===== src/rtl/bge_pkg.sv =====
package bge_pkg;
  typedef enum logic {
    PATH_FILTERED = 1'b0,
    PATH_FAST     = 1'b1
  } path_e;
endpackage


===== src/rtl/bge_sync.sv =====
module bge_sync #(
  parameter int STAGES = 1
) (
  input  logic clk,
  input  logic rst_n,
  input  logic d,
  output logic q
);
  logic [STAGES-1:0] chain;

  generate
    if (STAGES == 1) begin : g_one
      always_ff @(posedge clk or negedge rst_n) begin
        if (!rst_n) chain <= '0;
        else        chain <= d;
      end
    end else begin : g_many
      always_ff @(posedge clk or negedge rst_n) begin
        if (!rst_n) chain <= '0;
        else        chain <= {chain[STAGES-2:0], d};
      end
    end
  endgenerate

  assign q = chain[STAGES-1];
endmodule


===== src/rtl/bge_filter.sv =====
module bge_filter #(
  parameter int LEN = 4
) (
  input  logic clk,
  input  logic rst_n,
  input  logic d,
  output logic q
);
  localparam int CW = (LEN > 2) ? $clog2(LEN) : 1;
  localparam logic [CW-1:0] LAST = CW'(LEN - 1);

  logic [CW-1:0] run;

  always_ff @(posedge clk or negedge rst_n) begin
    if (!rst_n) begin
      q   <= 1'b0;
      run <= '0;
    end else if (d == q) begin
      run <= '0;
    end else if (run == LAST) begin
      q   <= d;
      run <= '0;
    end else begin
      run <= run + 1'b1;
    end
  end
endmodule


===== src/rtl/bge_steer.sv =====
module bge_steer #(
  parameter int NUM_CH = 2
) (
  input  logic              clk,
  input  logic              rst_n,
  input  logic              active,
  output logic [NUM_CH-1:0] chan_en,
  output logic              bias_en,
  output logic              ballast_sel
);
  logic armed;

  always_ff @(posedge clk or negedge rst_n) begin
    if (!rst_n)      armed <= 1'b0;
    else if (active) armed <= 1'b1;
  end

  generate
    for (genvar c = 0; c < NUM_CH; c++) begin : g_ch
      assign chan_en[c] = active;
    end
  endgenerate

  assign bias_en     = active;
  assign ballast_sel = armed & ~active;
endmodule


===== src/rtl/burst_enable_cond.sv =====
module burst_enable_cond
  import bge_pkg::*;
#(
  parameter int NUM_CH   = 2,
  parameter int FILT_LEN = 4
) (
  input  logic              clk,
  input  logic              rst_n,
  input  logic              fast_mode,
  input  logic              burst_en_n,
  output logic [NUM_CH-1:0] chan_en,
  output logic              bias_en,
  output logic              ballast_sel
);
  logic  synced;
  logic  filtered;
  logic  active;
  path_e path;

  bge_sync #(.STAGES(1)) i_sync (
    .clk  (clk),
    .rst_n(rst_n),
    .d    (~burst_en_n),
    .q    (synced)
  );

  bge_filter #(.LEN(FILT_LEN)) i_filter (
    .clk  (clk),
    .rst_n(rst_n),
    .d    (synced),
    .q    (filtered)
  );

  assign path   = fast_mode ? PATH_FAST : PATH_FILTERED;
  assign active = (path == PATH_FAST) ? synced : filtered;

  bge_steer #(.NUM_CH(NUM_CH)) i_steer (
    .clk        (clk),
    .rst_n      (rst_n),
    .active     (active),
    .chan_en    (chan_en),
    .bias_en    (bias_en),
    .ballast_sel(ballast_sel)
  );
endmodule


===== config.mk =====
export PLATFORM = sky130hd
export DESIGN_NAME = burst_enable_cond
export DESIGN_NICKNAME = d
export VERILOG_FILES = /design/src/rtl/bge_pkg.sv /design/src/rtl/bge_sync.sv /design/src/rtl/bge_filter.sv /design/src/rtl/bge_steer.sv /design/src/rtl/burst_enable_cond.sv
export SDC_FILE = /design/constraint.sdc
export NUM_CORES = 1
export LEC_CHECK = 0
export ABC_AREA = 1
export ABC_CLOCK_PERIOD_IN_PS = 1220
export BUFFER_PORTS_ARGS = -buffer_cell sky130_fd_sc_hd__clkbuf_2
export CORE_AREA = 2 2 39 41
export CTS_BUF_LIST = sky130_fd_sc_hd__clkbuf_16
export DETAILED_ROUTE_END_ITERATION = 16
export DIE_AREA = 0 0 41 43
export GPL_TIMING_DRIVEN = 1
export PLACE_DENSITY = 0.4
export SLEW_MARGIN = 20
export SYNTH_ARGS = -nofsm -noshare
export SYNTH_HDL_FRONTEND = slang
export SYNTH_SLANG_ARGS = --single-unit

===== constraint.sdc =====
create_clock -name clk -period 1.22 [get_ports clk]
set_input_delay 0.183 -clock clk [delete_from_list [all_inputs] [get_ports clk]]
set_output_delay 0.183 -clock clk [all_outputs]
set_load 0.01 [all_outputs]

==> flow_metrics.env <==
export IMPL_run_status="completed"
export IMPL_post_synth_most_frequent_cells="7 x nand2_1, 6 x inv_1, 5 x dfrtp_1"
export IMPL_final_setup_skew_ps=2.62
export IMPL_clock_tree_root_cell="clkbuf_16"
export IMPL_fmax_mhz=882
export IMPL_crit_path_max_delay_cell_type="dfrtp_1"
export IMPL_cts_clk_slew_worst_paths_ps=30
export IMPL_yosys_cell_count_top_type="nand2_1"
export IMPL_avgSynthCellArea_sq_um=8.48
export IMPL_relSlewSlack=0.917
export IMPL_library_cell_occupying_the_most_area_in_the_post_synthesis_netlist="dfrtp_1"
export IMPL_die_width_microns=41
export IMPL_worst_r2r_startpoint="i_filter.run[0]"
export IMPL_pin_count=8
export IMPL_synth_area_leaders="dfrtp_1 55%, nand2_1 11%, inv_1 9.8%"
export IMPL_clock_sinks=5
export IMPL_route_vias_total=184
export IMPL_unrepaired_setup_endpoints_after_global_routing="no"
export IMPL_grt_start_max_net_pins=6
export IMPL_timing_worst_setup_path_type="flop to output pin"
export IMPL_setup_violations_final=0
export IMPL_first_pass_grt_wire_length_microns=503
export IMPL_detail_route_antenna_nets=0
export IMPL_yosysWarnings=0
export IMPL_final_setup_tns_ps=0
export IMPL_groute_layer_met2_usage=0.0375
export IMPL_die_height_microns=43
export IMPL_final_min_clock_period_ps=1130
export IMPL_final_layout_size_suffix_gt1_frac=0.400
export IMPL_power_per_standard_cell_area_nw_per_um2=2430
export IMPL_number_of_cells_produced_by_synthesis=27
export IMPL_synth_ff_latch_count=5
export IMPL_gp_congestion=0.610
export IMPL_num_antenna_cells=0
export IMPL_global_route_usage_total=0.0495
export IMPL_area_share_of_the_leading_cell_type_in_the_synthesized_netlist=0.546
export IMPL_vias_per_cell=3.29
export IMPL_drt_wl_total_microns=356
export IMPL_avgRoutedWirePerCell_microns=6.36
export IMPL_tritoncts="yes"
export IMPL_core_area_sq_um=1380
export IMPL_dieArea_sq_um=1760
export IMPL_fillers=143
export IMPL_cp_arrival_ps=950
export IMPL_critical_path_top_cell_by_count="nand2_2"
export IMPL_critPathMaxFanout=4
export IMPL_cts_made_buffers=3
export IMPL_worst_endpoint_required_ps=1040
export IMPL_syn_num_nets=32
export IMPL_firstDrtPassIters=1
export IMPL_final_hold_violation_count=0
export IMPL_use_met3=0.0628
export IMPL_critPathMaxStageDelay_ps=390
export IMPL_dpl_cell_count=48
export IMPL_r2r_slack_ps=250
export IMPL_nets=46
export IMPL_final_cycle_utilization_of_the_critical_path=0.929
export IMPL_layout_core_utilization=0.280
export IMPL_globalRoute_totalOverflow=0
export IMPL_grt_busiest_layer="met1"
export IMPL_drcViolationCount=0
export IMPL_path_cells="nand2_2 -> nand2_2 -> nor2_1 -> buf_2"
export IMPL_max_slew_worst_pin_slew_ps=123
export IMPL_clk_insertion_delay_late_ps=220
export IMPL_initial_core_util=0.165
export IMPL_endpoint_kind="output pin"
export IMPL_hold_path_cell_count=2
export IMPL_synth_main_ff_cell="dfrtp_1"
export IMPL_htree_levels=1
export IMPL_post_dp_hpwl_microns=262
export IMPL_port_bufs=7
export IMPL_total_power_mw=0.944
export IMPL_synth_edf_count=0
export IMPL_global_route_usage_met1=0.0724
export IMPL_area_growth_synth_to_final_pct=69.4
export IMPL_worst_hold_path_endpoint="i_sync.q"
export IMPL_max_slew_vio_count=0
export IMPL_timing_critical_path_from_type="flop"
export IMPL_max_cap_violations=0
export IMPL_finish_cell_count_without_fillers=56
export IMPL_synth_cell_types=9
export IMPL_worst_r2r_path_depth=3
export IMPL_rows=14
export IMPL_cts_root_to_sink_buffers=2
export IMPL_post_synth_instance_area_sq_um=229
export IMPL_reg2reg_to="i_filter.run[0]"
export IMPL_drtIter0Drc=0
export IMPL_timing_hold_worst_class="primary input to flop"
export IMPL_hp_start="burst_en_n"
export IMPL_grt_antenna_before_repair=0
export IMPL_vdd_ir_drop_max_mv=1.53
export IMPL_leakage_power_total_nw=0.220
export IMPL_yosysSeqAreaShare=0.546
export IMPL_grt_pass1_vias=128
export IMPL_synth_async_sr_flop_share=1.00
[how the worst max path moves through the flow]
stage | from | endpoint | slack (ps) | cells after the start
global route | i_sync.q | ballast_sel | 0.4 | 4
finish | i_sync.q | ballast_sel | 90 | 4
detailed placement | i_sync.q | ballast_sel | 230 | 4
global placement | i_filter.run[0] | i_filter.run[0] | 230 | 3
CTS | i_filter.q | ballast_sel | 10 | 4
floorplan | i_sync.q | ballast_sel | 260 | 3
[kinds of logic (layout without fill, tap and decap cells)]
kind of cell             count (synthesis)  in the layout  share of synthesized area
AND/OR/NAND/NOR                         12             12                      0.213
buffers and inverters                    8             21                      0.164
flip-flops                               5              5                      0.546
adder cells (fa/ha/maj)                  1              1                     0.0546
AO/OA/AOI/OAI                            1              1                     0.0218
[sequential cells by signal, summed over array words and instances, names as in the netlist]
signal	count
i_steer.armed	1
i_filter.run	2
i_filter.q	1
i_sync.q	1
[cell usage in the layout (no fill, tap or decap)]
cell,netlist,routed
clkbuf_16,0,3
ha_1,1,1
o21ai_0,1,1
dlygate4sd3_1,0,1
clkbuf_2,0,6
buf_2,0,1
buf_4,2,3
nand3_1,1,1
nor2_1,3,3
dfrtp_1,5,5
nand2_2,0,3
or2_0,1,1
nand2_1,7,4
inv_1,6,7
[power breakdown]
part	internal, mW	leakage (nW)	total, mW	switching [mW]
clock network	0.423	0.0423	0.520	0.0962
registers	0.212	0.0585	0.231	0.0197
logic	0.0929	0.119	0.193	0.100
[critical path, delay by kind of cell, from the launching register on]
family / cells / cell delay, ps
DFF: 1 / 390
buffers and inverters: 1 / 130
and+or+nand+nor: 3 / 220
[area by class of cell]
type | instances | area (sq um) | area share
inverters | 6 | 22.5 | 0.0581
well taps | 16 | 20.0 | 0.0516
flip-flops and latches | 5 | 125 | 0.323
clock buffers | 3 | 75.1 | 0.194
repair buffers | 11 | 67.6 | 0.174
clock inverters | 1 | 3.75 | 0.00968
multi-input cells | 14 | 73.8 | 0.190
[stage by stage]
stage          hold WS (ps)  cell area [sq um]  setup WS (ps)
2_1_floorplan          -113                229            264
3_3_place_gp           10.6                269            231
3_5_place_dp           7.78                269            233
4_1_cts                96.3                365           10.7
5_1_grt                 107                388          0.433
6_report               99.0                388           86.6
[per-layer routing]
metal / routed length (microns) / share of wire
met1: 206 / 0.58
met2: 111 / 0.31
met3: 38 / 0.11
met4: 0 / 0
met5: 0 / 0
[repair_timing]
action,in CTS,in global routing
endpoints found under the hold margin,5,0
endpoints found under the setup margin,1,1
resized for setup,0,4
buffers inserted,1,2
gates cloned,0,0
hold buffers,1,0
(Power assumes the default switching activity.)
